### config.mk
export PLATFORM = sky130hd
export DESIGN_NAME = tri_mul3
export DESIGN_NICKNAME = d
export VERILOG_FILES = /design/src/rtl/tri_mul3_pkg.sv /design/src/rtl/tri_reg_slice.sv /design/src/rtl/tri_add_stage.sv /design/src/rtl/tri_mul3.sv
export SDC_FILE = /design/constraint.sdc
export NUM_CORES = 1
export LEC_CHECK = 0
export BUFFER_PORTS_ARGS = -buffer_cell sky130_fd_sc_hd__buf_2
export CORE_AREA = 2 2 119 132
export CTS_BUF_LIST = sky130_fd_sc_hd__clkbuf_4 sky130_fd_sc_hd__clkbuf_8
export DETAILED_ROUTE_END_ITERATION = 10
export DIE_AREA = 0 0 121 134
export PLACE_DENSITY = 0.68
export SETUP_SLACK_MARGIN = 0.02
export SLEW_MARGIN = 25
export SYNTH_ARGS = -nofsm -noshare
export SYNTH_HDL_FRONTEND = slang
export SYNTH_SLANG_ARGS = --single-unit
### constraint.sdc
create_clock -name clk -period 4.5 [get_ports clk]
set_clock_uncertainty 0.15 [all_clocks]
set_input_delay 1.125 -clock clk [delete_from_list [all_inputs] [get_ports clk]]
set_output_delay 1.125 -clock clk [all_outputs]
set_load 0.02 [all_outputs]
### src/rtl/tri_mul3_pkg.sv
package tri_mul3_pkg;

    // Pipeline depth selector: one register stage per adder, or two.
    typedef enum logic {
        PIPE_SHALLOW = 1'b0,
        PIPE_DEEP    = 1'b1
    } pipe_depth_e;

    localparam int unsigned DEF_A_W = 32;

    // Register stages taken by a single adder in the given build.
    function automatic int unsigned add_lat(pipe_depth_e d);
        return (d == PIPE_DEEP) ? 2 : 1;
    endfunction

    // Bit position where a deep adder is cut.
    function automatic int unsigned cut_point(int unsigned w);
        return w / 2;
    endfunction

endpackage

### src/rtl/tri_reg_slice.sv
module tri_reg_slice #(
    parameter int unsigned W = 8
) (
    input  logic         clk,
    input  logic         en,
    input  logic [W-1:0] d,
    output logic [W-1:0] q
);

    // Data register without reset; the valid flags carry meaning.
    always_ff @(posedge clk) begin
        if (en) begin
            q <= d;
        end
    end

endmodule

### src/rtl/tri_add_stage.sv
module tri_add_stage
    import tri_mul3_pkg::*;
#(
    parameter int unsigned W     = 34,
    parameter pipe_depth_e DEPTH = PIPE_DEEP,
    parameter int unsigned LO_W  = 16
) (
    input  logic         clk,
    input  logic         rst,
    input  logic         in_vld,
    input  logic [W-1:0] x,
    input  logic [W-1:0] y,
    output logic         out_vld,
    output logic [W-1:0] sum
);

    localparam int unsigned HI_W = W - LO_W;

    typedef struct packed {
        logic [LO_W-1:0] lo;
        logic            cy;
        logic [HI_W-1:0] xh;
        logic [HI_W-1:0] yh;
    } half_t;

    localparam int unsigned HALF_BITS = $bits(half_t);

    generate
        if (DEPTH == PIPE_DEEP) begin : g_split
            logic [LO_W:0]      lo_full;
            half_t              h_d;
            logic [HALF_BITS-1:0] h_q_bits;
            half_t              h_q;
            logic               v_mid;
            logic               v_end;
            logic [HI_W-1:0]    hi_sum;
            logic [W-1:0]       fin_d;

            // First half: lower bits and their carry, upper operands carried along.
            always_comb begin
                lo_full = {1'b0, x[LO_W-1:0]} + {1'b0, y[LO_W-1:0]};
                h_d.lo  = lo_full[LO_W-1:0];
                h_d.cy  = lo_full[LO_W];
                h_d.xh  = x[W-1:LO_W];
                h_d.yh  = y[W-1:LO_W];
            end

            tri_reg_slice #(.W(HALF_BITS)) u_mid (
                .clk (clk),
                .en  (in_vld),
                .d   (h_d),
                .q   (h_q_bits)
            );

            assign h_q = half_t'(h_q_bits);

            // Second half: upper bits plus the registered carry.
            always_comb begin
                hi_sum = h_q.xh + h_q.yh + HI_W'(h_q.cy);
                fin_d  = {hi_sum, h_q.lo};
            end

            tri_reg_slice #(.W(W)) u_end (
                .clk (clk),
                .en  (v_mid),
                .d   (fin_d),
                .q   (sum)
            );

            always_ff @(posedge clk) begin
                if (rst) begin
                    v_mid <= 1'b0;
                    v_end <= 1'b0;
                end else begin
                    v_mid <= in_vld;
                    v_end <= v_mid;
                end
            end

            assign out_vld = v_end;
        end else begin : g_flat
            logic [W-1:0] full;
            logic         v_q;

            assign full = x + y;

            tri_reg_slice #(.W(W)) u_one (
                .clk (clk),
                .en  (in_vld),
                .d   (full),
                .q   (sum)
            );

            always_ff @(posedge clk) begin
                if (rst) begin
                    v_q <= 1'b0;
                end else begin
                    v_q <= in_vld;
                end
            end

            assign out_vld = v_q;
        end
    endgenerate

endmodule

### src/rtl/tri_mul3.sv
module tri_mul3
    import tri_mul3_pkg::*;
#(
    parameter int unsigned A_W   = DEF_A_W,
    parameter pipe_depth_e DEPTH = PIPE_DEEP
) (
    input  logic           clk,
    input  logic           rst,
    input  logic           in_valid,
    input  logic [A_W-1:0] in_a,
    output logic           out_valid,
    output logic [A_W+1:0] out_result
);

    localparam int unsigned R_W  = A_W + 2;
    localparam int unsigned S1_W = A_W + 1;
    localparam int unsigned LO_W = cut_point(A_W);
    localparam int unsigned STG  = add_lat(DEPTH);
    localparam int unsigned LAT  = 2 * STG;

    logic            dbl_vld;
    logic [S1_W-1:0] dbl_sum;
    logic [A_W-1:0]  a_pipe [STG+1];

    // First adder: A + A.
    tri_add_stage #(
        .W     (S1_W),
        .DEPTH (DEPTH),
        .LO_W  (LO_W)
    ) u_dbl (
        .clk     (clk),
        .rst     (rst),
        .in_vld  (in_valid),
        .x       ({1'b0, in_a}),
        .y       ({1'b0, in_a}),
        .out_vld (dbl_vld),
        .sum     (dbl_sum)
    );

    // Operand copy delayed to line up with the doubled value.
    assign a_pipe[0] = in_a;

    generate
        for (genvar i = 0; i < STG; i++) begin : g_a_dly
            tri_reg_slice #(.W(A_W)) u_a (
                .clk (clk),
                .en  (1'b1),
                .d   (a_pipe[i]),
                .q   (a_pipe[i+1])
            );
        end
    endgenerate

    // Second adder: 2A + A.
    tri_add_stage #(
        .W     (R_W),
        .DEPTH (DEPTH),
        .LO_W  (LO_W)
    ) u_tri (
        .clk     (clk),
        .rst     (rst),
        .in_vld  (dbl_vld),
        .x       ({1'b0, dbl_sum}),
        .y       ({2'b00, a_pipe[STG]}),
        .out_vld (out_valid),
        .sum     (out_result)
    );

endmodule

==> results.md <==
* Largest net degree at the start of global routing at 52
* CORE AREA at 14880 um^2
* Post-route cell area at 8572 um^2
* Worst r2r path cells at 9
* Fin. max-slew vios at 0
* Clock power share at 38.6%
* Clk pin slew, worst setup/hold paths at 70 ps
* Ranking of synthesized cells by area: edfxtp_1, dfxtp_1, ha_1
* Vias in the first global route at 3588
* Utilization after layout at 57.62%
* Final period util at 63.07%
* Final setup violation count at 0
* Synthesized area at 7310 um^2
* Max-slew headroom at 47.75%
* Clk root buf: clkbuf_8
* DRT antenna net count at 0
* Max_cap viols at 0
* Share of layout cells above drive strength 1 at 25.09%
* Crit Path Class: flop to flop
* Initial DRT Pass Iterations at 4
* Final hold vios at 0
* CTS Buf Count at 31
* Yosys reg bits at 216
* Routed via count at 3509
* Routed length per placed instance at 13.45 um
* Max clock buf depth at 3
* WHS at 165.6 ps
* Mapped Cells at 416
* Switching share of total power at 19.69%
* Reg power frac at 57.1%
* Die X at 121 um
* Number of instances resized during post-cts repair at 0
* Average size of a mapped cell at 17.57 um^2
* Detailed placement HPWL at 6769 um
* Ant. Diodes at 0
* Aggregate global-route resource usage at 12.59%
* Total grt overflow at 0
* Post-synthesis sequential area ratio at 79.42%
* Post-synth top cells: edfxtp_1, dfxtp_1, ha_1
* Vias/cell at 4.755
* Rows at 47
* First-pass GRT wire length at 16300 um
* Synth warnings at 0
* Worst hold path depth at 0
* Pwr per Cell Area at 460.3 nW/um^2
* Max IR drop VDD at 0.0002706 V
* Unrepaired setup endpoints after global routing: false
* Initial antenna violation count at 0
* PortBufs at 69
* Final wirelength at 9925 um
* CP max FO at 3
* Main flop type after synthesis: edfxtp_1
* Outcome: finished clean
* Routability congestion estimate at 0.8373
* Fmax achieved at 352.4 MHz
* Int Pwr at 3.169 mW
* Die Ht at 134 um
* Placement Cell Area at 7911 um^2
* Buffers inserted by post-CTS timing repair at 0
* Area Growth Syn to Fin at 17.27%
* CTS tree: built
* Min cycle time layout at 2838 ps
* CTS hold repair buffers at 0
* Num ports at 70
* Worst min path class: flop to flop
* TritonCTS Sinks at 216
* Die footprint at 16210 um^2
* Crit. End Element: flop
* Post-Route Setup TNS at 0 ps
* Crit path DAT at 2940 ps
* Setup WS pre-CTS at 1669 ps
* Number of synthesized flops with an enable pin at 148
* Syn nets at 484
* CP Launch Type: flop
* Fin worst setup slack at 1662 ps
* Post-layout nets at 586
* Initial Util at 49.13%
* Async SR Flop Fraction at 0%
* Remaining DRCs at 0
* Worst-Skew Late Latency at 520 ps
* Crit path required time at 4610 ps
* Netlist cell types at 40
* Reg2reg start: u_tri.g_split.u_mid.q[0]
* LEAKAGE at 3.290 nW
* Synth area leader: edfxtp_1
* Htree depth at 1
* Worst Hold Launch: g_a_dly[0].u_a.q[0]
* Worst reg2reg setup slack at 1660 ps
* Sink of the worst hold path: g_a_dly[1].u_a.q[0]
* DRT iter0 DRCs at 168
* Most numerous cell in the Yosys netlist: edfxtp_1
* Slew @ Worst Pin at 783.8 ps
* R2r endpoint: u_tri.g_split.u_end.q[32]
* Synth top area share at 60.80%
* Switching power summed over all nets at 777.1 uW
* Logic pwr share at 4.2%
## through the flow
step / std cells / power (mW)
2_1_floorplan: 416 / 2.401
3_3_place_gp: 681 / 2.454
3_5_place_dp: 681 / 2.464
4_1_cts: 738 / 4.002
5_1_grt: 738 / 4.116
6_report: 738 / 3.946
## power by group through the flow
stage	sequential, mW	clock [mW]	combinational, mW
2_1_floorplan	2.29	0	0.108
3_3_place_gp	2.30	0	0.158
3_5_place_dp	2.30	0	0.166
4_1_cts	2.26	1.58	0.167
5_1_grt	2.26	1.67	0.186
6_report	2.25	1.52	0.167
## cell families (layout without fill, tap and decap cells)
group	after synthesis	in the layout	share of synthesized area, %
flip-flops	216	216	79.42
AO/OA/AOI/OAI	73	73	6.933
AND/OR/NAND/NOR	55	55	3.954
adder cells (fa/ha/maj)	33	33	5.957
XOR/XNOR	24	24	2.876
buffers and inverters	14	140	0.7189
multiplexers	1	1	0.1369
## sequential cells by signal, indices dropped and copies added (netlist names)
name / cells
u_tri.out_vld: 1
u_tri.g_split.v_mid: 1
u_tri.g_split.u_end.q: 34
u_dbl.g_split.v_mid: 1
u_dbl.out_vld: 1
u_dbl.g_split.u_end.q: 32
u_dbl.g_split.u_mid.q: 32
u_tri.g_split.u_mid.q: 50
g_a_dly.u_a.q: 64
## worst max-delay path: stages (launching register included)
cell and delay (ps):
edfxtp_1 330, inv_1 50, fa_1 450, fa_1 410, and2b_2 250, o2111ai_1 140, a31oi_1 320, a21oi_1 160
o21ai_0 210, xor2_1 90
## placed cells by master (no fill, tap or decap), types with 3 or more instances in the layout
cell	synthesis	layout
a21o_1	10	10
inv_1	12	12
buf_2	0	69
clkbuf_4	0	9
fa_1	3	3
clkinv_2	0	4
nand2_1	10	10
nand3b_1	3	3
ha_1	30	30
o21ai_0	17	17
nor2_1	15	15
a31oi_1	4	4
xor2_1	8	8
xnor2_1	16	16
clkbuf_8	0	40
nand4_1	3	3
o21a_1	8	8
nand2b_1	5	5
a21oi_1	18	18
dfxtp_1	68	67
nor2b_1	7	7
nand3_1	4	4
edfxtp_1	148	148
## metal layers
layer	global-route usage [%]	up-vias	share of wire [%]
met5	0	-	0
li1	-	1770	-
met3	3.061	17	5.9
met1	13.56	1622	39
met2	23.16	100	53
met4	5.620	0	2.3
## worst max path at each step
stage / from / endpoint / slack [ps] / depth (start not counted)
2_1_floorplan: u_tri.g_split.u_mid.q[0] / u_tri.g_split.u_end.q[32] / 1920 / 9
3_3_place_gp: u_tri.g_split.u_mid.q[0] / u_tri.g_split.u_end.q[32] / 1720 / 9
3_5_place_dp: u_tri.g_split.u_mid.q[0] / u_tri.g_split.u_end.q[32] / 1670 / 9
4_1_cts: u_tri.g_split.u_mid.q[0] / u_tri.g_split.u_end.q[32] / 1630 / 9
5_1_grt: u_tri.g_split.u_mid.q[0] / u_tri.g_split.u_end.q[32] / 1470 / 9
6_report: u_tri.g_split.u_mid.q[0] / u_tri.g_split.u_end.q[32] / 1660 / 9
## area by class of cell
cell class	count	area, um^2
Inverter	12	45.04
Sequential cell	216	5809
Tap cell	196	245.2
Timing Repair Buffer	71	360.3
Clock buffer	49	618.1
Fill cell	1163	6306
Clock inverter	8	42.54
Multi-Input combinational cell	186	1451
(Power assumes the default switching activity.)
